$ cat config.mk
export PLATFORM = sky130hd
export DESIGN_NAME = vga_raster_gen
export DESIGN_NICKNAME = d
export VERILOG_FILES = /design/src/rtl/vga_raster_pkg.sv /design/src/rtl/vga_raster_ctrl.sv /design/src/rtl/vga_raster_dp.sv /design/src/rtl/vga_raster_gen.sv
export SDC_FILE = /design/constraint.sdc
export NUM_CORES = 1
export LEC_CHECK = 0
export ABC_CLOCK_PERIOD_IN_PS = 2000
export BUFFER_PORTS_ARGS = -buffer_cell sky130_fd_sc_hd__buf_2
export CAP_MARGIN = 20
export CORE_MARGIN = 2
export CORE_UTILIZATION = 39
export CTS_BUF_LIST = sky130_fd_sc_hd__clkbuf_2 sky130_fd_sc_hd__clkbuf_4 sky130_fd_sc_hd__clkbuf_8
export DETAILED_ROUTE_END_ITERATION = 10
export GPL_ROUTABILITY_DRIVEN = 0
export PLACE_DENSITY_LB_ADDON = 0.08
export SYNTH_ARGS = -nofsm -noshare
export SYNTH_HDL_FRONTEND = slang
export SYNTH_SLANG_ARGS = --single-unit
$ cat constraint.sdc
create_clock -name clk -period 2 [get_ports clk]
set_input_delay 0.1 -clock clk [delete_from_list [all_inputs] [get_ports clk]]
set_output_delay 0.1 -clock clk [all_outputs]
set_load 0.02 [all_outputs]
$ cat src/rtl/vga_raster_pkg.sv
package vga_raster_pkg;

  localparam int CNT_W = 12;

  typedef struct packed {
    logic [CNT_W-1:0] hActive;
    logic [CNT_W-1:0] hFront;
    logic [CNT_W-1:0] hSync;
    logic [CNT_W-1:0] hBack;
    logic [CNT_W-1:0] vActive;
    logic [CNT_W-1:0] vFront;
    logic [CNT_W-1:0] vSync;
    logic [CNT_W-1:0] vBack;
    logic             hNeg;
    logic             vNeg;
  } timing_t;

  // strobes from control to datapath, all describe the current counter position
  typedef struct packed {
    logic lineEnd;
    logic frameEnd;
    logic vblankStart;
    logic hSyncZone;
    logic vSyncZone;
    logic dispArea;
    logic pixWin;
    logic rowWin;
  } strobes_t;

  function automatic timing_t modeTiming(int mode);
    timing_t t;
    if (mode == 1) begin
      t.hActive = 12'd720; t.hFront = 12'd36; t.hSync = 12'd72; t.hBack = 12'd108;
      t.vActive = 12'd400; t.vFront = 12'd1;  t.vSync = 12'd3;  t.vBack = 12'd42;
      t.hNeg = 1'b1; t.vNeg = 1'b0;
    end else begin
      t.hActive = 12'd640; t.hFront = 12'd16; t.hSync = 12'd96; t.hBack = 12'd48;
      t.vActive = 12'd480; t.vFront = 12'd10; t.vSync = 12'd2;  t.vBack = 12'd33;
      t.hNeg = 1'b1; t.vNeg = 1'b1;
    end
    return t;
  endfunction

endpackage

$ cat src/rtl/vga_raster_ctrl.sv
module vga_raster_ctrl
  import vga_raster_pkg::*;
#(
  parameter timing_t TIM      = modeTiming(0),
  parameter int      BORDER_H = 0,
  parameter int      BORDER_V = 0
) (
  input  logic     clk,
  input  logic     rst,
  output strobes_t strb
);

  localparam logic [CNT_W-1:0] H_LAST     = TIM.hActive + TIM.hFront + TIM.hSync + TIM.hBack - 12'd1;
  localparam logic [CNT_W-1:0] V_LAST     = TIM.vActive + TIM.vFront + TIM.vSync + TIM.vBack - 12'd1;
  localparam logic [CNT_W-1:0] H_SYNC_LO  = TIM.hActive + TIM.hFront;
  localparam logic [CNT_W-1:0] H_SYNC_HI  = H_SYNC_LO + TIM.hSync;
  localparam logic [CNT_W-1:0] V_SYNC_LO  = TIM.vActive + TIM.vFront;
  localparam logic [CNT_W-1:0] V_SYNC_HI  = V_SYNC_LO + TIM.vSync;
  localparam logic [CNT_W-1:0] BH         = CNT_W'(BORDER_H);
  localparam logic [CNT_W-1:0] BV         = CNT_W'(BORDER_V);
  localparam logic [CNT_W-1:0] H_WIN_END  = TIM.hActive - BH;
  localparam logic [CNT_W-1:0] V_WIN_END  = TIM.vActive - BV;
  localparam logic [CNT_W-1:0] V_ACT_LAST = TIM.vActive - 12'd1;

  logic [CNT_W-1:0] hCount, vCount;
  logic hAct, vAct, colWin, rowWin;

  always_ff @(posedge clk) begin
    if (rst) begin
      hCount <= '0;
      vCount <= '0;
    end else if (hCount == H_LAST) begin
      hCount <= '0;
      vCount <= (vCount == V_LAST) ? '0 : vCount + 12'd1;
    end else begin
      hCount <= hCount + 12'd1;
    end
  end

  always_comb begin
    hAct   = hCount < TIM.hActive;
    vAct   = vCount < TIM.vActive;
    colWin = (hCount >= BH) && (hCount < H_WIN_END);
    rowWin = (vCount >= BV) && (vCount < V_WIN_END);
    strb.lineEnd     = hCount == H_LAST;
    strb.frameEnd    = (hCount == H_LAST) && (vCount == V_LAST);
    strb.vblankStart = (hCount == H_LAST) && (vCount == V_ACT_LAST);
    strb.hSyncZone   = (hCount >= H_SYNC_LO) && (hCount < H_SYNC_HI);
    strb.vSyncZone   = (vCount >= V_SYNC_LO) && (vCount < V_SYNC_HI);
    strb.dispArea    = hAct && vAct;
    strb.pixWin      = colWin && rowWin;
    strb.rowWin      = rowWin;
  end

  // a line wrap returns the column counter to zero
  a_r8_line_wrap: assert property (@(posedge clk) disable iff (rst)
    (hCount == H_LAST) |=> (hCount == '0));
  // a frame wrap returns both counters to the origin
  a_r9_frame_wrap: assert property (@(posedge clk) disable iff (rst)
    strb.frameEnd |=> (hCount == '0 && vCount == '0));
  // the line counter only moves on a line wrap
  a_r2_line_hold: assert property (@(posedge clk) disable iff (rst)
    !strb.lineEnd |=> $stable(vCount));

endmodule

$ cat src/rtl/vga_raster_dp.sv
module vga_raster_dp
  import vga_raster_pkg::*;
#(
  parameter bit HNEG = 1'b1,
  parameter bit VNEG = 1'b1
) (
  input  logic             clk,
  input  logic             rst,
  input  strobes_t         strb,
  output logic             hsync,
  output logic             vsync,
  output logic             displayEn,
  output logic             border,
  output logic             lineEnd,
  output logic             frameEnd,
  output logic             vblankIrq,
  output logic [CNT_W-1:0] pixelX,
  output logic [CNT_W-1:0] pixelY
);

  logic [CNT_W-1:0] xRun, yRun;

  always_ff @(posedge clk) begin
    if (rst) begin
      hsync     <= HNEG;
      vsync     <= VNEG;
      displayEn <= 1'b0;
      border    <= 1'b0;
      lineEnd   <= 1'b0;
      frameEnd  <= 1'b0;
      vblankIrq <= 1'b0;
      pixelX    <= '0;
      pixelY    <= '0;
      xRun      <= '0;
      yRun      <= '0;
    end else begin
      hsync     <= strb.hSyncZone ^ HNEG;
      vsync     <= strb.vSyncZone ^ VNEG;
      displayEn <= strb.dispArea;
      border    <= strb.dispArea && !strb.pixWin;
      lineEnd   <= strb.lineEnd;
      frameEnd  <= strb.frameEnd;
      vblankIrq <= strb.vblankStart;
      if (strb.pixWin) begin
        pixelX <= xRun;
        pixelY <= yRun;
        xRun   <= xRun + 12'd1;
      end else begin
        pixelX <= '0;
        pixelY <= '0;
        xRun   <= '0;
      end
      if (strb.frameEnd)
        yRun <= '0;
      else if (strb.lineEnd && strb.rowWin)
        yRun <= yRun + 12'd1;
    end
  end

  a_r8_eol_single: assert property (@(posedge clk) disable iff (rst)
    lineEnd |=> !lineEnd);
  a_r9_eof_with_eol: assert property (@(posedge clk) disable iff (rst)
    frameEnd |-> lineEnd);
  a_r10_vbl_with_eol: assert property (@(posedge clk) disable iff (rst)
    vblankIrq |-> (lineEnd && !frameEnd));
  a_r6_border_inside: assert property (@(posedge clk) disable iff (rst)
    border |-> displayEn);
  a_r7_coord_zero: assert property (@(posedge clk) disable iff (rst)
    !(displayEn && !border) |-> (pixelX == '0 && pixelY == '0));
  a_r7_x_step: assert property (@(posedge clk) disable iff (rst)
    (displayEn && !border && $past(displayEn && !border)) |-> (pixelX == $past(pixelX) + 12'd1));

endmodule

$ cat src/rtl/vga_raster_gen.sv
module vga_raster_gen
  import vga_raster_pkg::*;
#(
  parameter int MODE       = 0,   // 0: 640x480, 1: 720x400, 2: custom below
  parameter int C_H_ACTIVE = 640,
  parameter int C_H_FRONT  = 16,
  parameter int C_H_SYNC   = 96,
  parameter int C_H_BACK   = 48,
  parameter int C_V_ACTIVE = 480,
  parameter int C_V_FRONT  = 10,
  parameter int C_V_SYNC   = 2,
  parameter int C_V_BACK   = 33,
  parameter bit C_H_NEG    = 1'b1,
  parameter bit C_V_NEG    = 1'b1,
  parameter int BORDER_H   = 8,
  parameter int BORDER_V   = 8
) (
  input  logic        clk,
  input  logic        rst,
  output logic        hsync,
  output logic        vsync,
  output logic        displayEn,
  output logic        border,
  output logic        lineEnd,
  output logic        frameEnd,
  output logic        vblankIrq,
  output logic [11:0] pixelX,
  output logic [11:0] pixelY
);

  localparam timing_t CUSTOM = '{
    hActive: CNT_W'(C_H_ACTIVE), hFront: CNT_W'(C_H_FRONT),
    hSync:   CNT_W'(C_H_SYNC),   hBack:  CNT_W'(C_H_BACK),
    vActive: CNT_W'(C_V_ACTIVE), vFront: CNT_W'(C_V_FRONT),
    vSync:   CNT_W'(C_V_SYNC),   vBack:  CNT_W'(C_V_BACK),
    hNeg:    C_H_NEG,            vNeg:   C_V_NEG};
  localparam timing_t TIM = (MODE == 2) ? CUSTOM : modeTiming(MODE);

  strobes_t strb;

  vga_raster_ctrl #(.TIM(TIM), .BORDER_H(BORDER_H), .BORDER_V(BORDER_V)) ctrl_i (
    .clk(clk), .rst(rst), .strb(strb));

  vga_raster_dp #(.HNEG(TIM.hNeg), .VNEG(TIM.vNeg)) dp_i (
    .clk(clk), .rst(rst), .strb(strb),
    .hsync(hsync), .vsync(vsync), .displayEn(displayEn), .border(border),
    .lineEnd(lineEnd), .frameEnd(frameEnd), .vblankIrq(vblankIrq),
    .pixelX(pixelX), .pixelY(pixelY));

endmodule

==> impl.org <==
** Routing
- For this block, the via count after detailed routing is ~2500.
- For this block, the routed nets add up to about 6.7 mm of wire.
- The detailed router finished its first iteration with just under 60 violations.
- Antenna Nets Post-Route :: 0
- Pre-antenna DRT Iters :: 4
- Dividing the detail-routed wire length by the instance count gives about 13 um.
- Post-detailed-route via-to-cell ratio :: roughly 4.8
- After detailed routing, the number of remaining DRC violations is 0.

** Timing
- Setup repair after global routing could not meet its margin everywhere.
- Setup violations, final :: 5
- Tcrit/Tclk final :: 101%
- Across all setup checks in the final design, the least slack found is -24.0 ps.
- Number of slew-limit violations in the final report :: 0
- At the pin with the least slew margin, the transition time is 387 ps.
- Time the worst path needs with I/O delays and setup :: just over 2000 ps
- The final hold violation count is 0.
- Maximum achievable frequency :: around 490 MHz
- The worst pin sits at a relative slew slack of approximately three quarters.
- Clock Skews :: around 12 ps
- In the final timing run, aggregate negative setup slack is -81.7 ps.

** Pwr
- Summing internal, switching and leakage power gives approximately 2.9 mW.
- Pwr dens :: approximately 700 mW/mm^2
- For this design the static power due to leakage is approximately 1.6 nW.
- VDD sags by at most between 0.3 and 0.4 mV.

** Layout
- Post-Layout Inst Area :: 0.00409 mm^2
- Count of antenna diodes in the layout :: 0
- Number of cells in the finished layout apart from fillers :: between 500 and 600
- The final layout contains approximately 430 nets.
- In the final layout, the multi-input gates occupy between 0.0015 and 0.002 mm^2.
- Area growth from synthesis to layout :: 29.3%
- Across the whole layout, storage elements account for 0.00159 mm^2.
- Util after Layout :: about 52%
- Fill cell instance count of the final layout :: about 730
- Cells with a size suffix above 1 make up between 30 and 40% of the layout.

** Job
- Across the run, the number of max-cap violations was 0.

** Setup path
- Maximum fanout along the worst path :: 5
- Top cell by count, worst path :: or4_4
- Type of the setup path with the least slack :: flip-flop to flip-flop
- At the worst endpoint, the required time is approximately 2300 ps.
- Kind of launch point of the worst setup path :: flip-flop
- Endpoint arrival time on the critical path :: about 2300 ps
- On the worst path, the slowest cell contributes a delay of approximately 530 ps.
- STA classifies the critical path endpoint as a flip-flop.
- Critical path origin :: ctrl_i.vCount[5]$_SDFFE_PP0P_
- Traced cell by cell, the critical path runs through or4_4 -> or4_4 -> o21bai_4 -> buf_6 -> buf_16 -> nor2_2.
- Count of buffering cells on the critical path with inverters included :: 2
- Critical register-to-register path startpoint :: ctrl_i.vCount[5]$_SDFFE_PP0P_
- The kind of cell with the highest combined delay along the critical path is simple AND/OR/NAND/NOR gates.
- Cell with the largest stage delay on the worst path :: or4_4

** Place
- Number of placed instances, taps included :: 501
- The count of buffers added on input and output ports is 32.
- Once placement finished, the instance area stood at 0.00369 mm^2.
- DP HPWL :: 4.46 mm

** Logic synthesis
- The number of different library cells used by synthesis comes to 37.
- Number of enable-type register cells in the synthesized netlist :: 0
- Cell area after synthesis :: between 0.003 and 0.004 mm^2
- Primary FF master, synth :: dfxtp_1
- Summed over its instances, the top area cell type makes up between 50% and 60% of the synthesized netlist area.
- Share of flip-flops with an asynchronous set or reset after synthesis :: 0%
- Averaged over all synthesized cells, the footprint is a little over 9 um^2.
- Post-synth net total :: 350
- In this run, synthesis produced a sequential element count of 79.
- The largest total area in the synthesized netlist belongs to dfxtp_1.
- Sequential element share of the synthesized area :: roughly 50%
- Gate count after technology mapping :: about 340
- The Yosys step of the flow raised 0 warnings.
- By area the synthesized netlist is led by dfxtp_1 50%, nor2_1 6.4%, xnor2_1 6.1%, and2_1 5.0%, xor2_1 3.3%.

** Floorplan
- Width of the die :: between 90 and 100 um
- Core area :: roughly 0.0078 mm^2
- Total Die Area :: between 0.008 and 0.009 mm^2
- The initial utilization of the core area, before any placement, comes to between 40% and 50%.
- The floorplan step set the die height to roughly 94 um.
- The floorplan has 32 rows.
- During I/O placement, the number of pins put on the boundary was 33.

** Clock network
- CTS H-Tree Depth :: 3
- Clock-pin slew on the worst setup and hold paths :: 80 ps
- After clock tree synthesis, the flow added hold-fix buffers numbering 0.
- Buffers from clock root to sink, at most :: 2
- Counting every sink on the clock net gives a little under 80.
- The root buffer cell chosen for the clock tree is clkbuf_8.
- The clock reaches the later pin of the worst-skew pair after 350 ps.
- Buffers inserted during clock tree synthesis total 9.
- CTS tree :: done

** Global route
- Pin count of the biggest net entering global routing :: 18
- The initial antenna violation count came to 0.
- In the global route stage, overall resource usage came out at ~16%.
- The first global-routing pass estimated roughly 11 mm of wire.
- After global routing the overflow that remains totals 0.
- The number of global-route vias before repair is 2385.

** Worst hold path
- Min-Delay Path Class :: input pin to flip-flop
- The startpoint identified for the worst hold timing path is rst.

** Status
- Violations in the final reports :: negative setup slack
- The run finished, with violations left.
report_power, final:
part           internal [mW]  leakage, nW  switching, mW  total (mW)
Clock                  0.626        0.103          0.590        1.22
Sequential              1.58        0.641        0.00482        1.58
Combinational         0.0252        0.884         0.0333      0.0585
Total                   2.23         1.63          0.628        2.86
area by class of cell:
class	instances	area share, %
multi-input combinational	241	38.5
inverter	9	0.827
timing repair buffer	77	13.7
tap	102	3.12
sequential	79	39.0
clock buffer	11	3.55
clock inverter	5	1.38
registers in the layout, summed over array words and instances, names as in the netlist:
register,flops
dp_i.displayEn,1
dp_i.vblankIrq,1
dp_i.vsync,1
dp_i.frameEnd,1
dp_i.border,1
dp_i.hsync,1
dp_i.xRun,12
dp_i.pixelX,12
dp_i.yRun,12
dp_i.lineEnd,1
dp_i.pixelY,12
ctrl_i.hCount,12
ctrl_i.vCount,12
metal layers:
metal | vias to the layer above | wire length [um] | share of wire, % | global-route usage [%]
met3 | 11 | 225 | 3.4 | 3.53
li1 | 1305 | - | - | -
met5 | - | 0 | 0 | 0
met2 | 45 | 3000 | 45 | 26.2
met4 | 0 | 123 | 1.8 | 6.76
met1 | 1161 | 3360 | 50 | 21.4
layout by cell type, fill, tap and decap left out, types with 2 or more instances in the layout:
cell / n
dfxtp_1: 71
nor2_1: 51
buf_4: 38
buf_2: 32
and2_1: 24
xnor2_1: 22
nand2_1: 18
nand3_1: 15
nand4_1: 14
xor2_1: 12
nor3_1: 10
clkbuf_8: 10
inv_1: 9
and3_1: 8
dfxtp_2: 8
a21oi_2: 7
o21ai_0: 6
nor4_1: 6
ha_1: 5
or3_1: 4
buf_6: 4
nand2b_1: 3
and4_1: 3
or3_4: 3
or4_4: 2
nor3_2: 2
nand4b_1: 2
nor2_2: 2
clkinv_2: 2
buf_12: 2
through the flow:
step / worst slack (ps) / hold WS (ps)
2_1_floorplan: 52.1 / 306
3_3_place_gp: -307 / 439
3_5_place_dp: -93.9 / 444
4_1_cts: -92.3 / 76.7
5_1_grt: -68.7 / 99.5
6_report: -24.0 / 77.1
logic make-up (layout without fill, tap and decap cells):
family	Yosys count	in the layout	share of synthesized area [%]
buf+inv	22	102	3.45
flops	79	79	50.1
xor+xnor	34	34	9.43
mux	1	1	0.317
compound gates	21	21	4.20
fa+ha+maj	6	6	2.38
simple gates	179	179	30.2
cell usage after synthesis (all sizes together), types with 7 or more instances:
library cell / instances
xor2: 12
nor3: 12
nand3: 16
inv: 9
dfxtp: 79
nor2: 54
xnor2: 22
or3: 7
a21oi: 8
and3: 9
nand2: 18
clkbuf: 7
and2: 25
nand4: 14
o21ai: 7
path summary, 6_finish.rpt:
check | end | slack, ps | cells after the start
max | dp_i.yRun[11]$_SDFFE_PP0P_ | -20 | 6
min | ctrl_i.vCount[0]$_SDFFE_PP0P_ | 80 | 2
max reg2reg | dp_i.yRun[11]$_SDFFE_PP0P_ | -20 | 6
min reg2reg | ctrl_i.hCount[0]$_SDFF_PP0_ | 430 | 1
what timing repair did:
item / 4_1_cts / 5_1_grt
setup endpoints to repair: 33 / 24
buffers inserted: 5 / 4
hold endpoints to repair: 0 / 0
gates cloned: 2 / 0
pin swaps: 0 / 10
resized for setup: 10 / 30
No activity file was read; power rests on OpenSTA's default activity.
